===== config.mk =====
export PLATFORM = sky130hd
export DESIGN_NAME = rom_table_seq
export DESIGN_NICKNAME = d
export VERILOG_FILES = /design/src/rtl/rom_table_seq.sv
export SDC_FILE = /design/constraint.sdc
export NUM_CORES = 1
export LEC_CHECK = 0
export CAP_MARGIN = 20
export CELL_PAD_IN_SITES_DETAIL_PLACEMENT = 1
export CELL_PAD_IN_SITES_GLOBAL_PLACEMENT = 1
export CORE_MARGIN = 2
export CORE_UTILIZATION = 47
export DETAILED_ROUTE_END_ITERATION = 8
export DONT_BUFFER_PORTS = 1
export GPL_ROUTABILITY_DRIVEN = 0
export MAX_ROUTING_LAYER = met4
export PLACE_DENSITY_LB_ADDON = 0.1
export SLEW_MARGIN = 20
export SYNTH_ARGS = -nofsm -noshare
export SYNTH_HDL_FRONTEND = slang
export SYNTH_SLANG_ARGS = --single-unit

===== constraint.sdc =====
create_clock -name clk -period 4.9 [get_ports clk]
set_clock_uncertainty 0.2 [all_clocks]
set_input_delay 1.47 -clock clk [delete_from_list [all_inputs] [get_ports clk]]
set_output_delay 1.47 -clock clk [all_outputs]
set_load 0.005 [all_outputs]

===== src/rtl/rom_table_seq.sv =====
module rom_table_seq #(
  parameter int PAGE_W      = 6,
  parameter int ROM_W       = 10,
  parameter int STACK_DEPTH = 8,
  parameter int MAX_PAGE    = 95,
  localparam int LOW_W  = 7,
  localparam int ADDR_W = PAGE_W + 1 + LOW_W,
  localparam int DEP_W  = $clog2(STACK_DEPTH + 1)
) (
  input  logic              clk,
  input  logic              rst_n,
  input  logic              wake,
  input  logic              bank_set,
  input  logic              bank_clr,
  input  logic              instr_valid,
  input  logic [9:0]        instr,
  input  logic [3:0]        reg_a,
  input  logic [2:0]        reg_d,
  input  logic [ADDR_W-1:0] pc_in,
  output logic              rom_re,
  output logic [ADDR_W-1:0] rom_addr,
  input  logic [ROM_W-1:0]  rom_data,
  output logic              push_req,
  output logic [ADDR_W-1:0] push_data,
  output logic              pop_req,
  input  logic [ADDR_W-1:0] pop_data,
  input  logic [DEP_W-1:0]  stk_depth,
  output logic              stk_ovf,
  output logic              pc_we,
  output logic [ADDR_W-1:0] pc_wdata,
  output logic              a_we,
  output logic [3:0]        a_wdata,
  output logic              b_we,
  output logic [3:0]        b_wdata,
  output logic              busy,
  output logic              done,
  output logic              page_err
);
  localparam logic [1:0] IDLE = 2'd0, CYC1 = 2'd1, CYC2 = 2'd2, CYC3 = 2'd3;
  localparam logic [PAGE_W:0] PAGE_LIM = MAX_PAGE[PAGE_W:0];
  localparam logic [DEP_W-1:0] DEP_TOP = STACK_DEPTH[DEP_W-1:0];

  logic [1:0]        st;
  logic              bank_q;
  logic              err_q;
  logic [ADDR_W-1:0] addr_q;
  logic [7:0]        data_q;

  wire idle     = (st == IDLE);
  wire is_look  = (instr[9:6] == 4'b0010);
  wire is_xfer  = (instr == 10'h051);
  wire start    = idle && instr_valid && is_look;
  wire xfer     = idle && instr_valid && is_xfer;
  wire [PAGE_W:0] page_eff = {bank_q, instr[PAGE_W-1:0]};

  always_ff @(posedge clk or negedge rst_n) begin
    if (!rst_n) begin
      st     <= IDLE;
      bank_q <= 1'b0;
      err_q  <= 1'b0;
      addr_q <= '0;
      data_q <= '0;
    end else begin
      if (bank_clr || wake) bank_q <= 1'b0;
      else if (bank_set)    bank_q <= 1'b1;
      case (st)
        IDLE: if (start) begin
          st     <= CYC1;
          addr_q <= {page_eff, reg_d, reg_a};
          err_q  <= (page_eff > PAGE_LIM);
        end
        CYC1: st <= CYC2;
        CYC2: begin
          st     <= CYC3;
          data_q <= rom_data[7:0];
        end
        default: st <= IDLE;
      endcase
    end
  end

  assign busy      = !idle;
  assign done      = (st == CYC3);
  assign rom_re    = (st == CYC1);
  assign rom_addr  = addr_q;
  assign push_req  = (st == CYC1);
  assign push_data = pc_in;
  assign stk_ovf   = push_req && (stk_depth >= DEP_TOP);
  assign pop_req   = done;
  assign pc_we     = push_req || done;
  assign pc_wdata  = done ? pop_data : addr_q;
  assign page_err  = done && err_q;
  assign b_we      = done;
  assign b_wdata   = err_q ? 4'h0 : data_q[7:4];
  assign a_we      = done || xfer;
  assign a_wdata   = done ? (err_q ? 4'h0 : data_q[3:0]) : {1'b0, reg_d};


  pc_restore_chk: assert property (@(posedge clk) disable iff (!rst_n)
    done |-> pc_wdata == $past(push_data, 2));


  three_cycle_chk: assert property (@(posedge clk) disable iff (!rst_n)
    done |-> $past(push_req, 2) && busy);


  write_pair_chk: assert property (@(posedge clk) disable iff (!rst_n)
    done |-> a_we && b_we && pop_req);


  err_zero_chk: assert property (@(posedge clk) disable iff (!rst_n)
    page_err |-> a_wdata == 4'h0 && b_wdata == 4'h0);


  no_overflow_chk: assert property (@(posedge clk) disable iff (!rst_n)
    stk_ovf |-> push_req);


  start_chk: assert property (@(posedge clk) disable iff (!rst_n)
    $rose(busy) |-> push_req && rom_re);
endmodule


==> flow_metrics.env, run 1 <==
export IMPL_reg2reg_depth=5
export IMPL_fmax_ghz=0.2721
export IMPL_core_area_sq_um=3053
export IMPL_ir_worst_vdd_v=0.0001762
export IMPL_hp_class="flop to flop"
export IMPL_p_leak_uw=0.0006809
export IMPL_status="complete, no violations"
export IMPL_reg2reg_to="rom_addr[10]$_DFFE_PN0P_"
export IMPL_p_int_uw=550.8
export IMPL_synth_avg_cell_area_sq_um=12.28
export IMPL_initial_core_util_pct=49.47
export IMPL_r2r_slack_ns=2.93
export IMPL_syn_to_final_growth_pct=-4.391
export IMPL_p_clk_share_pct=10.3
export IMPL_root_buffer="clkbuf_4"
export IMPL_synthFlopType="dfrtp_1"
export IMPL_ys_ff_latch=26
export IMPL_ctsHoldBuffers=0
export IMPL_synth_edf_count=0
export IMPL_drc=0
export IMPL_synth_compound_area_share_pct=2.403
export IMPL_num_rows=20
export IMPL_cp_max_fo=3
export IMPL_finalNonFillerCells=150
export IMPL_post_cts_buffers=0
export IMPL_muxShareOfSynthArea_pct=30.24
export IMPL_finalHoldViolations=0
export IMPL_antenna_found_initial=0
export IMPL_worstReg2RegStart="st[0]$_DFFE_PN0P_"
export IMPL_synthSimpleGateAreaFrac_pct=8.948
export IMPL_swShare_pct=34.95
export IMPL_clock_sinks=26
export IMPL_dieArea_sq_um=3683
export IMPL_grt_max_degree=27
export IMPL_synth_distinct_cells=22
export IMPL_end_kind="primary output"
export IMPL_hold_depth=1
export IMPL_cts_tree="built"
export IMPL_async_flop_share_pct=100.0
export IMPL_hold_end="data_q[4]$_DFFE_PN0P_"
export IMPL_setup_violations_final=0
export IMPL_worstMarginPinSlew_ns=0.4087
export IMPL_cts_max_level=1
export IMPL_setup_tns_ns=0
export IMPL_dieWidth_um=60.69
export IMPL_synth_xor_area_share_pct=0
export IMPL_dp_hpwl_mm=2.241
export IMPL_p_sw_uw=296.0
export IMPL_wirelength_mm=2.884
export IMPL_first_pass_iters=2
export IMPL_synth_warnings=0
export IMPL_finalMaxSlewViolations=0
export IMPL_grt_pass1_vias=870
export IMPL_layout_min_cycle_time_ns=3.675
export IMPL_ant_nets=0
export IMPL_vias=832
export IMPL_syn_nets=192
export IMPL_drv_cap=0
export IMPL_min_from="data_q[4]$_DFFE_PN0P_"
export IMPL_cts_buffers_inserted=3
export IMPL_fin_crit_sh_pct=75.00
export IMPL_grt_setup_unrepaired="false"
export IMPL_powerDensity_nw_per_um2=586.5
export IMPL_arrival_ns=2.00
export IMPL_p_seq_share_pct=45.9
export IMPL_cts_resized=0
export IMPL_die_h_um=60.69
export IMPL_power_frac_comb_pct=43.8
export IMPL_gr_total_overflow=0
export IMPL_grt_first_pass_wirelength_mm=4.112
export IMPL_grt_usage_pct=15.64
export IMPL_synthAdderAreaFrac_pct=3.314
export IMPL_yosysSeqAreaShare_pct=43.08
export IMPL_critical_path_class="input port to primary output"
export IMPL_drt_initial_drc_count=5
export IMPL_crit_required_ns=3.23
export IMPL_drive_gt1_share_pct=42.45
export IMPL_io_pins=125
export IMPL_num_antenna_cells=0
export IMPL_start_kind="input port"
export IMPL_dp_cells=147
export IMPL_insertion_delay_ns=0.30
export IMPL_cts_buffer_depth=2
export IMPL_io_buffers=0
export IMPL_max_slew_margin_pct=72.75
export IMPL_n_fill_cell=329
export IMPL_cts_clk_slew_worst_paths_ns=0.13
export IMPL_synth_top_family_by_area="multiplexers"
export IMPL_syn_area_sq_um=1510
export IMPL_synthesis_instances=123
export IMPL_nets=177
export IMPL_avgViaCountPerCell=5.547
export IMPL_wl_per_cell_um=19.23
## sequential cells by signal (all words and copies together) (netlist names)
| signal | flops |
|---|---|
| err_q | 1 |
| st | 2 |
| data_q | 8 |
| rom_addr | 14 |
| bank_q | 1 |
## how the worst max path moves through the flow
stage	from	endpoint	cells past startpoint
4_1_cts	instr[6]	a_we	3
2_1_floorplan	instr[8]	a_we	2
3_5_place_dp	instr[6]	a_we	3
6_report	instr[6]	a_we	3
3_3_place_gp	instr[3]	a_we	2
5_1_grt	instr[6]	a_we	3
## metal layers
metal | up-vias | share of wire (%) | GRT usage, %
met5 | - | 0 | -
met2 | 61 | 52 | 27.19
met3 | 4 | 10 | 5.330
met1 | 401 | 36 | 17.32
li1 | 366 | - | -
met4 | 0 | 0.80 | 3.416
## through the flow
| stage | setup slack (ns) | power, uW | area, sq um | util, % | hold slack [ns] |
|---|---|---|---|---|---|
| final | 1.225 | 846.8 | 1444 | 47.30 | 0.3145 |
| after global routing | 1.081 | 914.0 | 1444 | 47.30 | 0.3346 |
| after CTS | 1.225 | 863.9 | 1444 | 47.30 | 0.3194 |
| after detailed placement | 1.225 | 776.2 | 1421 | 46.56 | 0.2888 |
| after global placement | 1.194 | 761.6 | 1421 | 46.56 | 0.2820 |
| after floorplan | 1.260 | 721.3 | 1510 | - | 0.2721 |
## cell usage after synthesis, types with 2 or more instances
master / number / share of area, %
mux2_2: 29 / 22
dfrtp_1: 26 / 43
buf_4: 17 / 8.5
inv_1: 8 / 2.0
mux2_4: 8 / 8.0
nor2b_1: 5 / 2.1
ha_1: 4 / 3.3
nand2_1: 4 / 0.99
and2_1: 3 / 1.2
o21ai_0: 3 / 0.99
a31oi_1: 2 / 0.83
clkbuf_1: 2 / 0.50
nor2_1: 2 / 0.50
nor4b_1: 2 / 1.2
## logic make-up (layout without fill, tap and decap cells)
group | after synthesis | count (layout)
AO/OA/AOI/OAI | 6 | 6
adder cells (fa/ha/maj) | 4 | 4
buffers and inverters | 29 | 12
flip-flops | 26 | 26
multiplexers | 38 | 38
AND/OR/NAND/NOR | 20 | 20
## placed cells by master, fill, tap and decap left out
cell type / count
nand3_4: 1
and4bb_4: 1
or2_2: 1
and2_1: 3
a31o_2: 1
nor4b_1: 2
buf_4: 1
ha_1: 4
nor2_1: 2
a31oi_1: 2
mux2_2: 29
nor3_1: 1
nor2b_1: 5
inv_1: 8
mux2i_1: 1
o21ai_0: 3
mux2_4: 8
dfrtp_1: 26
clkbuf_4: 3
nand2_1: 4
## worst max-delay path: stages
cell and delay [ns]:
inv_1 0.06, nor4b_1 0.26, a31o_2 0.21
## power groups by stage
stage / logic [uW] / clock network [uW] / registers, uW
2_1_floorplan: 350 / 0 / 371
3_5_place_dp: 380 / 0 / 396
6_report: 371 / 86.9 / 389
4_1_cts: 381 / 90.9 / 392
3_3_place_gp: 370 / 0 / 391
5_1_grt: 412 / 98.3 / 404
## cell type report
class                           instances  area [sq um]  share of cell area [%]
Sequential cell                        26         650.6                   45.06
Clock buffer                            3         22.52                   1.560
Tap cell                               44         55.05                   3.813
Multi-Input combinational cell         68         678.2                   46.97
Timing Repair Buffer                    1         7.507                  0.5199
Inverter                                8         30.03                   2.080
Note: power is estimated with default switching activity, not from simulation.
==> run 2: changes to the inputs <==
--- a/config.mk
+++ b/config.mk
@@ -9,7 +9,7 @@
 export CELL_PAD_IN_SITES_DETAIL_PLACEMENT = 1
 export CELL_PAD_IN_SITES_GLOBAL_PLACEMENT = 1
 export CORE_MARGIN = 2
-export CORE_UTILIZATION = 47
+export CORE_UTILIZATION = 44
 export DETAILED_ROUTE_END_ITERATION = 8
 export DONT_BUFFER_PORTS = 1
 export GPL_ROUTABILITY_DRIVEN = 0
==> constraint.sdc (replaced) <==
create_clock -name clk -period 3.5 [get_ports clk]
set_clock_uncertainty 0.2 [all_clocks]
set_input_delay 1.05 -clock clk [delete_from_list [all_inputs] [get_ports clk]]
set_output_delay 1.05 -clock clk [all_outputs]
set_load 0.005 [all_outputs]
==> run 2 against run 1 <==
Against the previous run:
- register-to-register slack got worse by 1.4 ns
- cell count increased by 2.0%
- critical path depth unchanged
- setup slack got worse by 0.77 ns
- die area increased by 6.4%
- sequential share of layout area decreased by 0.50 points
- first-iteration DRC count increased to 6.2 times the previous value
- count of clock-buffer cells in the layout increased by 1
- via count increased by 3.2%
- non-clock buffer count unchanged
- critical endpoint is now pc_wdata[3]
- largest cell class unchanged
- largest power group unchanged
==> flow_metrics.env, run 2 (same netlist as run 1, synthesis figures left out) <==
export IMPL_ir_worst_vdd_v=0.0002906
export IMPL_vias=859
export IMPL_grt_usage_pct=16.16
export IMPL_avgViaCountPerCell=5.614
export IMPL_drt_initial_drc_count=31
export IMPL_num_antenna_cells=0
export IMPL_cp_max_fo=17
export IMPL_fmax_ghz=0.3285
export IMPL_fin_ws_ns=0.4560
export IMPL_ctsHoldBuffers=0
export IMPL_largest_reg_flops=14
export IMPL_p_sw_uw=414.4
export IMPL_antenna_found_initial=0
export IMPL_drc=0
export IMPL_p_clk_share_pct=12.4
export IMPL_critPathMaxStageDelay_ns=0.42
export IMPL_max_slew_margin_pct=72.09
export IMPL_end_kind="primary output"
export IMPL_core_area_sq_um=3311
export IMPL_cts_max_level=1
export IMPL_worstReg2RegStart="st[0]$_DFFE_PN0P_"
export IMPL_final_common_cell="mux2_2"
export IMPL_syn_to_final_growth_pct=-3.314
export IMPL_ant_nets=0
export IMPL_die_h_um=62.59
export IMPL_powerDensity_nw_per_um2=828.0
export IMPL_grt_pass1_vias=987
export IMPL_cts_resized=0
export IMPL_finalHoldViolations=0
export IMPL_post_cts_buffers=0
export IMPL_drive_gt1_share_pct=42.99
export IMPL_arrival_ns=1.79
export IMPL_finalMaxSlewViolations=0
export IMPL_dieWidth_um=62.59
export IMPL_gr_total_overflow=0
export IMPL_grt_setup_unrepaired="false"
export IMPL_reg2reg_depth=5
export IMPL_cts_tree="built"
export IMPL_cp_slowest_cell="dfrtp_1"
export IMPL_setup_violations_final=0
export IMPL_first_pass_iters=2
export IMPL_wl_per_cell_um=18.95
export IMPL_swShare_pct=34.27
export IMPL_io_buffers=0
export IMPL_nets=177
export IMPL_fin_crit_sh_pct=86.97
export IMPL_grt_first_pass_wirelength_mm=4.802
export IMPL_drv_cap=0
export IMPL_reg2reg_to="rom_addr[10]$_DFFE_PN0P_"
export IMPL_critical_path_class="flop to primary output"
export IMPL_pre_cts_slack_ns=0.5236
export IMPL_initial_core_util_pct=45.62
export IMPL_final_cell_mix="29 x mux2_2, 26 x dfrtp_1, 8 x inv_1, 8 x mux2_4, 5 x nor2b_1"
export IMPL_status="complete, no violations"
export IMPL_cts_clk_slew_worst_paths_ns=0.14
export IMPL_n_fill_cell=372
export IMPL_worstMarginPinSlew_ns=0.4128
export IMPL_clock_sinks=26
export IMPL_cts_buffers_inserted=3
export IMPL_r2r_slack_ns=1.51
export IMPL_root_buffer="clkbuf_4"
export IMPL_dp_hpwl_mm=2.240
export IMPL_grt_max_degree=27
export IMPL_wirelength_mm=2.899
export IMPL_cts_buffer_depth=2
export IMPL_p_seq_share_pct=44.9
export IMPL_dieArea_sq_um=3917
export IMPL_p_int_uw=794.7
export IMPL_layout_min_cycle_time_ns=3.044
export IMPL_setup_tns_ns=0
export IMPL_io_pins=125
export IMPL_p_leak_uw=0.0006881
export IMPL_num_rows=21
export IMPL_crit_family="flip-flops"
export IMPL_start_kind="flop"
export IMPL_critical_path_cell_chain="ha_1 -> buf_4 -> mux2_2"
export IMPL_insertion_delay_ns=0.31
export IMPL_critPathBufInv=1
export IMPL_crit_required_ns=2.25
export IMPL_hp_class="input port to asynchronous set/reset pin"
export IMPL_power_frac_comb_pct=42.7
## run 2: how the worst max path moves through the flow
stage | depth (start not counted) | start | endpoint
6_report | 3 | st[1]$_DFFE_PN0P_ | pc_wdata[3]
5_1_grt | 3 | st[1]$_DFFE_PN0P_ | pc_wdata[3]
4_1_cts | 3 | st[1]$_DFFE_PN0P_ | pc_wdata[3]
3_5_place_dp | 2 | instr[3] | a_we
3_3_place_gp | 2 | instr[3] | a_we
2_1_floorplan | 2 | instr[8] | a_we
## run 2: power groups by stage
stage | registers (uW) | logic, uW | clock network, uW
floorplan | 520 | 490 | 0
global placement | 546 | 515 | 0
detailed placement | 553 | 529 | 0
CTS | 547 | 529 | 159
global route | 570 | 571 | 174
finish | 543 | 516 | 150
## run 2: final cells by class
class	count	area, sq um	area share (%)
well taps	46	57.56	3.942
flip-flops and latches	26	650.6	44.56
inverters	8	30.03	2.057
multi-input cells	68	678.2	46.44
repair buffers	1	7.507	0.5141
clock buffers	4	36.28	2.485
## run 2: layer usage
layer | wire length (um) | vias up | GRT usage (%)
li1 | - | 370 | -
met1 | 1079 | 415 | 17.00
met2 | 1429 | 68 | 27.55
met3 | 353 | 6 | 5.946
met4 | 37 | 0 | 6.389
met5 | 0 | - | -
## run 2: stage by stage
stage	hold WS, ns	total power (uW)	cells	area (sq um)	utilization [%]
finish	0.2044	1209	153	1460	44.10
global placement	0.2811	1061	149	1424	43.01
global route	0.1627	1314	153	1460	44.10
CTS	0.1866	1235	153	1460	44.10
floorplan	0.2721	1010	123	1510	-
detailed placement	0.2883	1082	149	1424	43.01
## run 2: worst register-to-register path, stage by stage (launching register included)
cell	delay, ns
dfrtp_1	0.43
inv_1	0.11
ha_1	0.23
and4bb_4	0.28
nand3_4	0.26
mux2_4	0.38
